### src/rtl/vpwf_pkg.sv
package vpwf_pkg;
  localparam int BYTE_W = 8;
  localparam int HDR_N  = 4;
  typedef logic [BYTE_W-1:0] byte_t;

  typedef struct packed {
    logic  valid;
    logic  missing;
    byte_t value;
  } pid_pick_t;

  // shift a new bit in at the bottom: first bit ends up as MSB
  function automatic byte_t pack_msb(input byte_t acc, input logic b);
    return {acc[BYTE_W-2:0], b};
  endfunction

  // identifier choice: first data byte, else checksum byte, else missing
  function automatic pid_pick_t pick_pid(input logic first_ok, input byte_t first_b,
                                         input logic hold_ok, input byte_t hold_b);
    pid_pick_t r;
    r.valid   = first_ok | hold_ok;
    r.missing = ~(first_ok | hold_ok);
    r.value   = first_ok ? first_b : (hold_ok ? hold_b : '0);
    return r;
  endfunction
endpackage

### src/rtl/vpwf_bit_packer.sv
module vpwf_bit_packer
  import vpwf_pkg::*;
(
  input  logic  clk,
  input  logic  rst_n,
  input  logic  clear,
  input  logic  accept,
  input  logic  bit_val,
  output logic  byte_done,
  output byte_t byte_out,
  output logic  partial
);
  localparam int CNT_W = $clog2(BYTE_W);

  byte_t            acc;
  logic [CNT_W-1:0] cnt;

  assign byte_done = accept && (cnt == CNT_W'(BYTE_W-1));
  assign byte_out  = pack_msb(acc, bit_val);
  assign partial   = (cnt != '0);

  always_ff @(posedge clk or negedge rst_n) begin
    if (!rst_n) begin
      acc <= '0;
      cnt <= '0;
    end else if (clear) begin
      acc <= '0;
      cnt <= '0;
    end else if (accept) begin
      acc <= byte_out;
      cnt <= cnt + 1'b1;
    end
  end

  // a clear always leaves no pending bits
  a_r6_clear_empties: assert property (@(posedge clk) disable iff (!rst_n)
    $past(clear) |-> !partial);
  // a byte can complete only after seven earlier accepted bits
  a_r1_done_after_seven: assert property (@(posedge clk) disable iff (!rst_n)
    byte_done |-> partial);
endmodule

### src/rtl/vpwf_field_tracker.sv
module vpwf_field_tracker
  import vpwf_pkg::*;
#(
  parameter byte_t MODE_PID = 8'h01
)(
  input  logic             clk,
  input  logic             rst_n,
  input  logic             sof_stb,
  input  logic             sof_fast,
  input  logic             eof_stb,
  input  logic             err_stb,
  input  logic             byte_done,
  input  byte_t            byte_in,
  input  logic             partial,
  output logic             in_frame,
  output logic             frame_fast,
  output logic [HDR_N-1:0] hdr_seen,
  output byte_t            hdr_prio,
  output byte_t            hdr_dest,
  output byte_t            hdr_src,
  output byte_t            hdr_mode,
  output logic             data_valid,
  output byte_t            data_byte,
  output logic             csum_valid,
  output byte_t            csum_byte,
  output logic             pid_valid,
  output byte_t            pid_byte,
  output logic             frame_done,
  output logic             warn_short,
  output logic             warn_partial,
  output logic             warn_pid_missing
);
  byte_t     hold_b, first_b;
  logic      hold_ok, first_ok;
  pid_pick_t pick;
  logic      frame_end;

  assign pick      = pick_pid(first_ok, first_b, hold_ok, hold_b);
  assign frame_end = eof_stb && in_frame && !sof_stb && !err_stb;

  always_ff @(posedge clk or negedge rst_n) begin
    if (!rst_n) begin
      in_frame <= 1'b0; frame_fast <= 1'b0; hdr_seen <= '0;
      hdr_prio <= '0; hdr_dest <= '0; hdr_src <= '0; hdr_mode <= '0;
      data_valid <= 1'b0; data_byte <= '0;
      csum_valid <= 1'b0; csum_byte <= '0;
      pid_valid <= 1'b0; pid_byte <= '0;
      frame_done <= 1'b0; warn_short <= 1'b0; warn_partial <= 1'b0;
      warn_pid_missing <= 1'b0;
      hold_b <= '0; hold_ok <= 1'b0; first_b <= '0; first_ok <= 1'b0;
    end else begin
      frame_done <= 1'b0;
      data_valid <= 1'b0;
      if (err_stb || sof_stb) begin
        in_frame   <= !err_stb;
        frame_fast <= err_stb ? 1'b0 : sof_fast;
        hdr_seen <= '0;
        hdr_prio <= '0; hdr_dest <= '0; hdr_src <= '0; hdr_mode <= '0;
        csum_valid <= 1'b0; csum_byte <= '0;
        pid_valid <= 1'b0; pid_byte <= '0;
        warn_short <= 1'b0; warn_partial <= 1'b0; warn_pid_missing <= 1'b0;
        hold_ok <= 1'b0; first_ok <= 1'b0;
      end else if (frame_end) begin
        in_frame     <= 1'b0;
        frame_done   <= 1'b1;
        csum_valid   <= hold_ok;
        csum_byte    <= hold_b;
        warn_short   <= !hold_ok;
        warn_partial <= partial;
        if (hdr_seen[HDR_N-1] && hdr_mode == MODE_PID) begin
          pid_valid        <= pick.valid;
          pid_byte         <= pick.value;
          warn_pid_missing <= pick.missing;
        end
        hold_ok  <= 1'b0;
        first_ok <= 1'b0;
      end else if (byte_done) begin
        if (!hdr_seen[0]) begin
          hdr_prio <= byte_in; hdr_seen[0] <= 1'b1;
        end else if (!hdr_seen[1]) begin
          hdr_dest <= byte_in; hdr_seen[1] <= 1'b1;
        end else if (!hdr_seen[2]) begin
          hdr_src <= byte_in; hdr_seen[2] <= 1'b1;
        end else if (!hdr_seen[3]) begin
          hdr_mode <= byte_in; hdr_seen[3] <= 1'b1;
        end else begin
          if (hold_ok) begin
            data_valid <= 1'b1;
            data_byte  <= hold_b;
          end
          if (!first_ok) begin
            first_ok <= 1'b1;
            first_b  <= byte_in;
          end
          hold_ok <= 1'b1;
          hold_b  <= byte_in;
        end
      end
    end
  end

  // end of frame never releases a data byte
  a_r4_no_data_at_end: assert property (@(posedge clk) disable iff (!rst_n)
    frame_done |-> !data_valid);
  // completion only follows an end strobe
  a_r10_done_needs_eof: assert property (@(posedge clk) disable iff (!rst_n)
    frame_done |-> $past(eof_stb));
  // a short frame carries no checksum
  a_r5_short_no_csum: assert property (@(posedge clk) disable iff (!rst_n)
    (frame_done && warn_short) |-> !csum_valid);
  // an error closes the frame and empties the header
  a_r8_err_clears: assert property (@(posedge clk) disable iff (!rst_n)
    $past(err_stb) |-> (!in_frame && hdr_seen == '0 && !frame_fast));
  // start of frame latches the speed flag
  a_r7_sof_speed: assert property (@(posedge clk) disable iff (!rst_n)
    ($past(sof_stb) && !$past(err_stb)) |-> (frame_fast == $past(sof_fast) && in_frame));
  // data is released only once the header is complete
  a_r3_data_after_hdr: assert property (@(posedge clk) disable iff (!rst_n)
    data_valid |-> hdr_seen == '1);
  // identifier and its missing warning exclude each other
  a_r9_pid_exclusive: assert property (@(posedge clk) disable iff (!rst_n)
    !(pid_valid && warn_pid_missing));
endmodule

### src/rtl/vpwf_frame_assembler.sv
module vpwf_frame_assembler
  import vpwf_pkg::*;
#(
  parameter logic [7:0] MODE_PID = 8'h01
)(
  input  logic       clk,
  input  logic       rst_n,
  input  logic       bit_stb,
  input  logic       bit_val,
  input  logic       sof_stb,
  input  logic       sof_fast,
  input  logic       eof_stb,
  input  logic       err_stb,
  output logic       frame_fast,
  output logic [3:0] hdr_seen,
  output logic [7:0] hdr_prio,
  output logic [7:0] hdr_dest,
  output logic [7:0] hdr_src,
  output logic [7:0] hdr_mode,
  output logic       data_valid,
  output logic [7:0] data_byte,
  output logic       csum_valid,
  output logic [7:0] csum_byte,
  output logic       pid_valid,
  output logic [7:0] pid_byte,
  output logic       frame_done,
  output logic       warn_short,
  output logic       warn_partial,
  output logic       warn_pid_missing
);
  logic  in_frame, pk_clear, pk_accept, pk_done, pk_partial;
  byte_t pk_byte;

  assign pk_clear  = sof_stb | err_stb | eof_stb;
  assign pk_accept = bit_stb && in_frame && !pk_clear;

  vpwf_bit_packer u_pack (
    .clk(clk), .rst_n(rst_n), .clear(pk_clear), .accept(pk_accept),
    .bit_val(bit_val), .byte_done(pk_done), .byte_out(pk_byte),
    .partial(pk_partial)
  );

  vpwf_field_tracker #(.MODE_PID(MODE_PID)) u_track (
    .clk(clk), .rst_n(rst_n), .sof_stb(sof_stb), .sof_fast(sof_fast),
    .eof_stb(eof_stb), .err_stb(err_stb), .byte_done(pk_done),
    .byte_in(pk_byte), .partial(pk_partial), .in_frame(in_frame),
    .frame_fast(frame_fast), .hdr_seen(hdr_seen), .hdr_prio(hdr_prio),
    .hdr_dest(hdr_dest), .hdr_src(hdr_src), .hdr_mode(hdr_mode),
    .data_valid(data_valid), .data_byte(data_byte),
    .csum_valid(csum_valid), .csum_byte(csum_byte),
    .pid_valid(pid_valid), .pid_byte(pid_byte), .frame_done(frame_done),
    .warn_short(warn_short), .warn_partial(warn_partial),
    .warn_pid_missing(warn_pid_missing)
  );

  // no byte completes outside an open frame
  a_r1_bytes_in_frame: assert property (@(posedge clk) disable iff (!rst_n)
    pk_done |-> in_frame);
endmodule

### config.mk
export PLATFORM = sky130hd
export DESIGN_NAME = vpwf_frame_assembler
export DESIGN_NICKNAME = d
export VERILOG_FILES = /design/src/rtl/vpwf_pkg.sv /design/src/rtl/vpwf_bit_packer.sv /design/src/rtl/vpwf_field_tracker.sv /design/src/rtl/vpwf_frame_assembler.sv
export SDC_FILE = /design/constraint.sdc
export NUM_CORES = 1
export LEC_CHECK = 0
export BUFFER_PORTS_ARGS = -buffer_cell sky130_fd_sc_hd__buf_2
export CAP_MARGIN = 5
export CORE_MARGIN = 2
export CORE_UTILIZATION = 50
export DETAILED_ROUTE_END_ITERATION = 10
export PLACE_DENSITY_LB_ADDON = 0.12
export SYNTH_ARGS = -nofsm -noshare
export SYNTH_HDL_FRONTEND = slang
export SYNTH_SLANG_ARGS = --single-unit
export TNS_END_PERCENT = 10
### constraint.sdc
create_clock -name clk -period 1.8 [get_ports clk]
set_clock_uncertainty 0.15 [all_clocks]
set_input_delay 0.18 -clock clk [delete_from_list [all_inputs] [get_ports clk]]
set_output_delay 0.18 -clock clk [all_outputs]
set_load 0.01 [all_outputs]
After elaboration in Yosys (flattened, before gate mapping)
Index checks and enable logic that the tools add are counted.
{ "op_classes": {"n_bitwise": 5, "add_sub_neg": 1, "mux": 70, "n_reduce_logical": 38, "n_eq_ne": 7} }
{ "op_table": {"columns": ["operator", "count"], "rows": [
  ["8-bit two-way mux", 28],
  ["1-bit two-way mux", 33],
  ["3-bit nonzero test", 6],
  ["8-bit AND reduction", 2],
  ["5-bit AND reduction", 3],
  ["7-bit two-way mux", 2],
  ["2-bit nonzero test", 7],
  ["4-bit two-way mux", 3],
  ["2-bit inequality test, second input constant", 5],
  ["3-bit two-way mux", 3],
  ["8-bit by 1-bit equality test with 1-bit output, second input constant", 1],
  ["4-bit AND reduction", 2],
  ["1-bit logical AND", 7],
  ["7-bit AND reduction", 1],
  ["3-bit AND reduction", 2],
  ["6-bit AND reduction", 1],
  ["1-bit zero test", 4],
  ["2-bit AND reduction", 2],
  ["3-bit by 1-bit adder with 3-bit output, second input constant", 1],
  ["3-bit equality test, second input constant", 1],
  ["1-bit inverter", 3],
  ["2-bit two-way mux", 1],
  ["1-bit bitwise OR", 2],
  ["1-bit logical OR", 1]
]} }
{ "word_totals": {"register_bits": 96, "output_inout_bits": 68, "wordCells": 146, "inputBits": 8} }

Longest topological paths before layout
Gate-level depths: netlist (run 1).
{ "logic_depth": {"word_depth": 8, "ltp_mapped": 7, "ltp_nobuf": 5} }

Modules after synthesis
From an unflattened synthesis (run 1), not the netlist that was laid out.
{ "hier_totals": {"cells_unflattened": 342, "hier_area_um2": 3983.8} }
{ "by_module_without_submodules": {"columns": ["module", "cells_each", "seq_area_each_um2", "area_per_inst_um2", "n_inst"], "rows": [
  ["vpwf_field_tracker", 299, 2152.1, 3493.4, 1],
  ["vpwf_bit_packer", 40, 250.2, 469.2, 1],
  ["vpwf_frame_assembler", 3, 0.0, 21.3, 1]
]} }

Least setup slack after synthesis (run 1)
Ideal clock, no wire load.
{ "synth_path": {"path_type": "flip-flop to flip-flop", "from": "reg u_pack.cnt[0]", "to": "reg u_track.data_byte[0]", "arrival_time_ns": 1.639, "n_path_buf": 2, "path_stages_with_launch": 8, "t_required_ns": 1.525, "slack_ns": -0.114, "path_cell_list": "dfrtp_1 > ha_1 > ha_1 > and3b_1 > buf_6 > and4_4 > buf_6 > mux2_4"} }
{ "synth_between": {"elab_chain_cells": 3} }
{ "synth_lines": {"columns": ["item", "line_no", "text"], "rows": [
  ["from (decl)", "vpwf_bit_packer.sv:16", "logic [CNT_W-1:0] cnt;"],
  ["from (signal assigned)", "vpwf_bit_packer.sv:31", "cnt <= cnt + 1'b1;"],
  ["3-bit equality test", "vpwf_bit_packer.sv:18", "assign byte_done = accept && (cnt == CNT_W'(BYTE_W-1));"],
  ["1-bit logical AND", "vpwf_bit_packer.sv:18", null],
  ["8-bit AND reduction (no line)", null, null],
  ["to (signal assigned)", "vpwf_field_tracker.sv:89", "data_byte <= hold_b;"],
  ["to (decl)", "vpwf_field_tracker.sv:23", "output byte_t data_byte,"]
]} }
Every way passes these cells.
A chain may end at the register's enable or synchronous reset.

Worst setup path in the final report (run 1)
{ "layout_path": {"from": "reg u_pack.cnt[0]", "to": "reg u_track.first_b[1]"} }
{ "layout_between": {"elab_chain_cells": 3} }
{ "layout_lines": {"columns": ["item", "line_no", "text"], "rows": [
  ["3-bit equality test", "vpwf_bit_packer.sv:18", null],
  ["1-bit logical AND", "vpwf_bit_packer.sv:18", null],
  ["8-bit AND reduction (no line)", null, null],
  ["to (signal assigned)", "vpwf_field_tracker.sv:93", "first_b <= byte_in;"],
  ["to (decl)", "vpwf_field_tracker.sv:33", "byte_t hold_b, first_b;"]
]} }
Every way passes these cells.

==> impl_metrics.yaml, run 1 <==
floorplanning:
  die_w_um: 94.35
  core_sq_um: 7807
  fp.dieArea_sq_um: 8902
  rows: 32
  start_util_pct: 52.28
  num_io_pins: 76
  fp.dieH_um: 94.35
placed_design:
  routabilityCongestion: 0.7999
  placed_cells: 507
  dp_hpwl_mm: 6.201
  dp_slack_ns: -0.1619
  portBuffers: 75
  dpl_cell_area_sq_um: 4737
drt:
  vias: 2860
  drtIter0Drc: 141
  routed_wl_mm: 9.300
  ant_nets: 0
  vias_per_cell: 5.396
  firstDrtPassIters: 4
  wire_per_inst_um: 17.55
  drc_errors: 0
sta:
  timing.final.crit_share_pct: 104.2
  tightest_slew_ns: 0.4348
  rsz0062_at_grt: "yes"
  setup_viol: 33
  setup_tns_ns: -1.167
  timing.hold.ws_ns: 0.02353
  drv_slew: 0
  setup_slack_ns: -0.07646
  hold_viol_final: 0
  fin_crit_ns: 1.876
  fmax_mhz: 532.9
  max-slew-margin-rel_pct: 70.94
yosys:
  avgSynthCellArea_sq_um: 12.44
  synth_cell_types: 35
  netlist_area_sq_um: 4081
  yosys_warnings: 0
  ys_seq_area_share_pct: 58.86
  ys_ff_latch: 96
  netlist_instances: 328
  mappedNetlistNets: 339
setup_path:
  cp-start-kind: "flip-flop"
  path_class: "reg2reg"
  cp.required_ns: 1.89
  endpoint_kind: "flip-flop"
  crit_arrival_ns: 1.97
  worst-path-max-fanout: 8
cts:
  clk_latency_ns: 0.35
  cts-root-buf: "clkbuf_8"
  post_cts_buffers: 0
  cts_buffers: 9
  htree_num_levels: 3
  cts_sinks: 96
  clk_pin_slew_ns: 0.09
  clockBufferDepth: 2
  tritoncts: "built"
pwr:
  ir_worst_vdd_v: 0.0004267
  p_leak_nw: 2.729
  p_per_area_nw_per_um2: 761.3
  totalPowerFinal_mw: 3.879
grt:
  grt_pass1_vias: 2903
  grt_use_total_pct: 22.35
  antenna_found_initial: 0
  grt_max_degree: 63
  grt_pass1_wl_mm: 15.24
  overflow: 0
finish:
  fin_util_pct: 65.26
  diodes: 0
  drive_gt1_share_pct: 35.98
  syn2layout_area_growth_pct: 24.83
  nets: 435
  stdcell_area_sq_um: 5095
  fillers: 629
  final_cells: 530
run:
  maxCapViolCount: 0
status:
  failed_checks: "setup timing"
  status: "complete, but fails checks"
hold_path:
  hp-class: "in2reg"
[routing by layer]
metal  track usage (%)  share of wire [%]  wire [um]
met1             30.38                 45       4170
met2             37.02                 49       4569
met3             3.911                4.2        393
met4             6.884                1.8        166
met5                 0                  0          0
[final timing paths]
check,cells past startpoint,from,endpoint,slack (ns)
setup / recovery,6,u_pack.cnt[0],u_track.first_b[1],-0.08
hold / removal,3,bit_stb,u_track.hdr_seen[2],0.02
min in group asynchronous,2,rst_n,u_track.data_byte[5],0.11
hold reg to reg,1,u_track.first_b[1],u_track.first_b[1],0.37
setup reg to reg,6,u_pack.cnt[0],u_track.first_b[1],-0.08
max in group asynchronous,3,rst_n,u_track.hdr_mode[5],0.86
[placed cells by master, fill, tap and decap left out, types with 2 or more instances in the layout]
cell type and instances:
and3b_2 2, dlygate4sd3_1 5, and2_1 3, nand3b_1 2, mux2_4 23, nor3b_1 2, nand3_1 8, mux2_2 3
buf_2 74, a21oi_1 11, a41oi_1 2, nand2_1 71, inv_1 3, nor3_1 2, buf_4 16, buf_6 2
dfrtp_1 96, nor2_1 6, bufinv_16 2, clkbuf_8 11, a22o_1 11, and4bb_2 2, and4_4 2, mux2i_1 41
buf_12 7, and3_1 2
[cells by family (layout without fill, tap and decap cells)]
kind of cell | after synthesis | count (layout) | share of synthesized area, %
compound gates | 25 | 25 | 4.384
fa+ha+maj | 3 | 3 | 0.9198
buf+inv | 25 | 122 | 3.464
flops | 96 | 96 | 58.86
mux | 68 | 68 | 18.95
simple gates | 111 | 114 | 13.43
[what timing repair did]
item	CTS	global route
gates cloned	1	2
hold endpoints to repair	101	0
hold buffers	5	0
gates resized for setup	10	6
pin swaps	2	1
setup endpoints to repair	48	50
[power by group]
part | switching [mW] | internal (mW)
registers | 0.00222 | 2.16
clock network | 0.710 | 0.851
logic | 0.110 | 0.0468
[registers in the layout, summed over array words and instances, names as in the netlist, 4 cells and up]
name	flops
u_track.hold_b	8
u_track.csum_byte	8
u_track.first_b	8
u_track.pid_byte	8
u_track.hdr_dest	8
u_pack.acc	7
u_track.hdr_seen	4
u_track.data_byte	8
u_track.hdr_prio	8
u_track.hdr_mode	8
u_track.hdr_src	8
[final cells by class]
cell class | instances | area (sq um) | area share [%]
timing repair buffer | 104 | 703.2 | 13.80
clock inverter | 3 | 65.06 | 1.277
sequential | 96 | 2402 | 47.15
multi-input combinational | 210 | 1630 | 32.00
tap | 102 | 127.6 | 2.505
clock buffer | 12 | 155.1 | 3.045
inverter | 3 | 11.26 | 0.2210
[worst max-delay path, cell delays in order (launching register included)]
cell and delay, ns:
dfrtp_1 0.40, ha_2 0.19, ha_4 0.16, and3b_2 0.25, nand4_2 0.11, buf_6 0.16, mux2_2 0.34
[synth_stat cells]
library cell   n  area (sq um)
nand4_2        1         12.51
buf_2          5         25.02
or2_1          1         6.260
nor2_1         7         26.28
and4bb_2       2         25.02
buf_6          4         45.04
clkbuf_1      10         37.54
and3_4         1         11.26
ha_1           3         37.54
nand3b_1       2         15.01
mux2i_1       42         420.4
nor3_4         1         16.27
nor4b_1        1         8.760
buf_4          3         22.52
nand2_1       71         266.5
a41oi_1        2         17.52
nor3b_1        2         15.01
and3_1         2         12.51
and2b_1        1         7.510
inv_1          3         11.26
a21oi_1       11         55.05
nand3_1        8         40.04
and4_4         1         11.26
a22o_1        11         96.34
nand2b_1       1         6.260
nand4b_1       1         8.760
mux2_2        10         112.6
and2_1         3         18.77
nor3_1         2         10.01
and3b_1        1         8.760
dfrtp_1       96          2402
o211a_1        1         10.01
and4_1         1         8.760
and4bb_1       1         12.51
mux2_4        16         240.2
Power figures use the tool's default switching activity.
==> run 2, diff against run 1 <==
Settings changed: PLACE_DENSITY_LB_ADDON 0.12 to 0.08.
==> run 2 against run 1 <==
The flow still finishes with violations (setup timing). Global-route usage rose by 0.38 points. Count of clock-buffer cells in the layout decreased by 2. Die area did not move. Sequential cell count unchanged. Sequential power about the same. Total power down 5.7%. Register-to-register slack better by 0.04 ns.
==> impl_metrics.yaml, run 2 (synthesis results as in run 1) <==
cts:
  htree_num_levels: 3
  tritoncts: "built"
  cts-root-buf: "clkbuf_8"
  clk_pin_slew_ns: 0.09
  clk_latency_ns: 0.36
  cts_sinks: 96
  cts_buffers: 9
  clockBufferDepth: 2
drt:
  drc_errors: 0
  ant_nets: 0
  vias_per_cell: 5.350
  wire_per_inst_um: 17.67
  routed_wl_mm: 9.399
  firstDrtPassIters: 4
  vias: 2846
  drtIter0Drc: 135
run:
  maxCapViolCount: 0
pwr:
  p_per_area_nw_per_um2: 723.1
  p_int_mw: 2.762
  p_leak_nw: 2.719
  pwr-share-clk_pct: 36.7
  totalPowerFinal_mw: 3.658
  p_sw_mw: 0.8959
  ir_worst_vdd_v: 0.0003577
  swShare_pct: 24.49
  power_frac_comb_pct: 4.2
  p_seq_share_pct: 59.1
sta:
  rsz0062_at_grt: "yes"
  max-slew-margin-rel_pct: 64.40
  timing.hold.ws_ns: 0.1575
  timing.final.crit_share_pct: 102.0
  setup_viol: 14
  fin_crit_ns: 1.837
  tightest_slew_ns: 0.5299
  drv_slew: 0
  hold_viol_final: 0
  setup_slack_ns: -0.03662
  setup_tns_ns: -0.3992
  fmax_mhz: 544.5
floorplanning:
  start_util_pct: 52.28
  die_w_um: 94.35
  rows: 32
  num_io_pins: 76
  core_sq_um: 7807
  fp.dieH_um: 94.35
  fp.dieArea_sq_um: 8902
finish:
  syn2layout_area_growth_pct: 23.94
  layout_commonest_cell: "dfrtp_1"
  drive_gt1_share_pct: 36.28
  stdcell_area_sq_um: 5059
  layout_common_cells: "dfrtp_1, buf_2, nand2_1, mux2i_1, mux2_4"
  fin_util_pct: 64.79
  diodes: 0
  nets: 436
hold_path:
  whs_endpoint: "u_track.frame_done"
  min-delay-start: "eof_stb"
  hp-class: "in2reg"
  min_path_cells: 2
status:
  status: "complete, but fails checks"
  failed_checks: "setup timing"
setup_path:
  worst-path-max-fanout: 8
  reg2reg_depth: 6
  path_class: "reg2reg"
  cp-start-kind: "flip-flop"
  endpoint_kind: "flip-flop"
  crit_arrival_ns: 1.93
  r2r-end: "u_track.first_b[1]"
  r2r_slack_ns: -0.04
  rr_startpoint: "u_pack.cnt[0]"
  cp.required_ns: 1.89
grt:
  grt_pass1_vias: 2943
  antenna_found_initial: 0
  overflow: 0
  grt_pass1_wl_mm: 15.24
  grt_max_degree: 97
  grt_use_total_pct: 22.73
placed_design:
  dpl_cell_area_sq_um: 4710
  portBuffers: 75
  routabilityCongestion: 0.7748
  dp_hpwl_mm: 6.142
[run 2: final cells by class]
type | count | area [sq um]
Clock buffer | 10 | 137.6
Clock inverter | 6 | 50.05
Fill cell | 650 | 2749
Inverter | 3 | 11.26
Multi-Input combinational cell | 210 | 1629
Sequential cell | 96 | 2402
Tap cell | 102 | 127.6
Timing Repair Buffer | 105 | 700.7
[run 2: worst max-delay path, cell delays in order (launching register included)]
cell     delay (ns)
dfrtp_1        0.39
ha_2           0.20
ha_4           0.16
and3b_2        0.26
nand4_4        0.11
buf_8          0.15
mux2_4         0.30
[run 2: worst max path at each step]
stage	startpoint	end	slack [ns]	depth (start not counted)
global route	u_pack.cnt[0]	u_track.first_b[0]	-0.1	6
CTS	u_pack.cnt[0]	u_track.first_b[1]	-0.04	6
global placement	u_pack.cnt[1]	u_track.data_byte[7]	-0.12	5
detailed placement	u_pack.cnt[1]	u_track.data_byte[4]	-0.16	5
floorplan	u_pack.cnt[1]	u_track.data_byte[0]	-0.06	7
finish	u_pack.cnt[0]	u_track.first_b[1]	-0.04	6
[run 2: power groups by stage]
stage               Clock (mW)  Combinational, mW  Sequential (mW)
floorplan                    0             0.0518             2.21
global placement             0              0.143             2.20
detailed placement           0              0.144             2.20
CTS                       1.39              0.156             2.16
global route              1.48              0.172             2.16
finish                    1.34              0.154             2.16
[run 2: through the flow]
stage	setup slack, ns	std cells
finish	-0.03662	532
global route	-0.09579	532
CTS	-0.04140	531
detailed placement	-0.1572	505
global placement	-0.1197	505
floorplan	-0.06312	328
[run 2: repair_timing]
item / CTS / global route
hold buffers: 6 / 0
hold endpoints to repair: 102 / 0
gates cloned: 3 / 0
pin swaps: 2 / 0
endpoints found under the setup margin: 32 / 42
buffers inserted: 1 / 1
resized for setup: 11 / 5
[run 2: per-layer routing]
metal  global-route usage (%)  vias up  wire [um]
li1                         -     1322          -
met4                    7.609        0        136
met1                    30.87     1437       4134
met5                        0        -          0
met2                    37.26       76       4648
met3                    4.150       11        480
==> run 3, diff against run 2 <==
Settings changed: CELL_PAD_IN_SITES_DETAIL_PLACEMENT from default to 1, CELL_PAD_IN_SITES_GLOBAL_PLACEMENT from default to 1, CORE_UTILIZATION 50 to 40.
==> run 3 against run 2 <==
Highest routed layer unchanged. Register-to-register slack got worse by 0.02 ns. Critical path type unchanged. Combinational power increased by 7%. The flow still finishes with violations (setup timing). Sequential share of layout area decreased by 0.58 points. Total power decreased by 0.11%. Via count increased by 1.4%.
==> impl_metrics.yaml, run 3 (synthesis results as in run 1) <==
setup_path:
  endpoint_kind: "flip-flop"
  r2r_slack_ns: -0.06
  slowest_stage: "dfrtp_1"
  cp-start-kind: "flip-flop"
  cp.required_ns: 1.90
  crit_chain: "ha_2, ha_4, and3b_2, and4_4, mux2_4"
  path_class: "reg2reg"
  crit_family: "simple AND/OR/NAND/NOR gates"
  cp.buffers_inverters: 0
  worst-path-max-fanout: 6
  crit_arrival_ns: 1.96
  cpPeakStageDelay_ns: 0.37
floorplanning:
  fp.dieH_um: 105.0
  start_util_pct: 41.56
  core_sq_um: 9819
  fp.dieArea_sq_um: 11030
  rows: 36
  num_io_pins: 76
  die_w_um: 105.0
pwr:
  p_per_area_nw_per_um2: 713.5
  totalPowerFinal_mw: 3.654
  ir_worst_vdd_v: 0.0003619
  p_leak_nw: 2.730
hold_path:
  hp-class: "in2reg"
sta:
  max-slew-margin-rel_pct: 63.11
  tightest_slew_ns: 0.5534
  rsz0062_at_grt: "yes"
  fmax_mhz: 537.8
  timing.final.crit_share_pct: 103.3
  drv_slew: 0
  setup_viol: 29
  setup_slack_ns: -0.05955
  hold_viol_final: 0
  fin_crit_ns: 1.860
status:
  status: "complete, but fails checks"
  failed_checks: "setup timing"
finish:
  layout_commonest_cell: "dfrtp_1"
  layout_common_cells: "dfrtp_1, buf_2, nand2_1, mux2i_1, buf_4"
  fillers: 1083
  seq_area_sq_um: 2402
  syn2layout_area_growth_pct: 25.48
  nets: 444
  drive_gt1_share_pct: 37.67
  multi_input_area_sq_um: 1610
  diodes: 0
grt:
  grt_max_degree: 97
  grt_pass1_wl_mm: 16.73
  overflow: 0
  antenna_found_initial: 0
  grt_use_total_pct: 19.45
  grt_pass1_vias: 3104
drt:
  met2_length_mm: 5.060
  ant_nets: 0
  vias_per_cell: 5.056
  m1WireLength_mm: 4.730
  wire_per_inst_um: 18.02
  firstDrtPassIters: 4
  dr.max_layer_used: "met4"
  drc_errors: 0
  routed_wl_mm: 10.29
  dr_wl_met3_um: 298
  vias: 2887
  drtIter0Drc: 87
cts:
  clockBufferDepth: 2
  cts_sinks: 96
  clk_latency_ns: 0.37
  cts-root-buf: "clkbuf_8"
  clk_pin_slew_ns: 0.10
  cts_buffers: 9
  tritoncts: "built"
  htree_num_levels: 3
placed_design:
  dp_hpwl_mm: 6.853
  portBuffers: 75
  dp_slack_ns: -0.1975
  routabilityCongestion: 0.7452
run:
  maxCapViolCount: 0
==> run 3: worst paths after layout <==
| path | cells past startpoint | startpoint | endpoint |
|---|---|---|---|
| max | 5 | u_pack.cnt[0] | u_track.data_byte[7] |
| min | 2 | eof_stb | u_track.frame_done |
| max reg2reg | 5 | u_pack.cnt[0] | u_track.data_byte[7] |
| min reg2reg | 1 | u_track.first_b[0] | u_track.first_b[0] |
| max in group asynchronous | 3 | rst_n | u_track.pid_valid |
| min in group asynchronous | 3 | rst_n | u_track.frame_fast |
==> run 3: through the flow <==
stage	setup TNS, ns	util, %	hold WS (ns)	instances	area (sq um)
after floorplan	-0.9975	-	-0.2656	328	4090
after global placement	-2.403	49.04	0.1289	545	4816
after detailed placement	-4.399	49.04	0.1354	545	4816
after CTS	-1.174	52.01	0.1008	570	5107
after global routing	-2.772	52.15	0.08575	571	5121
final	-0.7155	52.15	0.1181	571	5121
==> run 3: layout make-up <==
cell class / instances / area share (%)
clock buffers: 9 / 2.419
well taps: 133 / 3.249
repair buffers: 113 / 14.71
multi-input cells: 210 / 31.44
flip-flops and latches: 96 / 46.91
clock inverters: 7 / 1.051
inverters: 3 / 0.2199
==> run 3: timing repair <==
action	CTS	global route
hold endpoints to repair	102	0
resized for setup	8	2
setup buffers	0	2
hold buffers	6	0
pin swaps	3	1
setup endpoints to repair	41	52
gates cloned	3	0
==> run 3: layer usage <==
metal	track usage, %	vias to the layer above
met4	8.190	0
met3	3.244	16
met5	0	-
met1	25.57	1466
met2	31.82	55
li1	-	1350
==> run 3: worst register-to-register path, cell delays in order, from the launching register on <==
cell and delay (ns):
dfrtp_1 0.37, ha_2 0.20, ha_4 0.14, and3b_2 0.28
and4_4 0.31, mux2_4 0.31
==> run 3: power by group <==
part / internal [mW] / switching (mW) / leakage (nW)
combinational: 0.0507 / 0.114 / 1.30
clock: 0.515 / 0.811 / 0.0875
sequential: 2.16 / 0.00288 / 1.34
total: 2.73 / 0.929 / 2.73
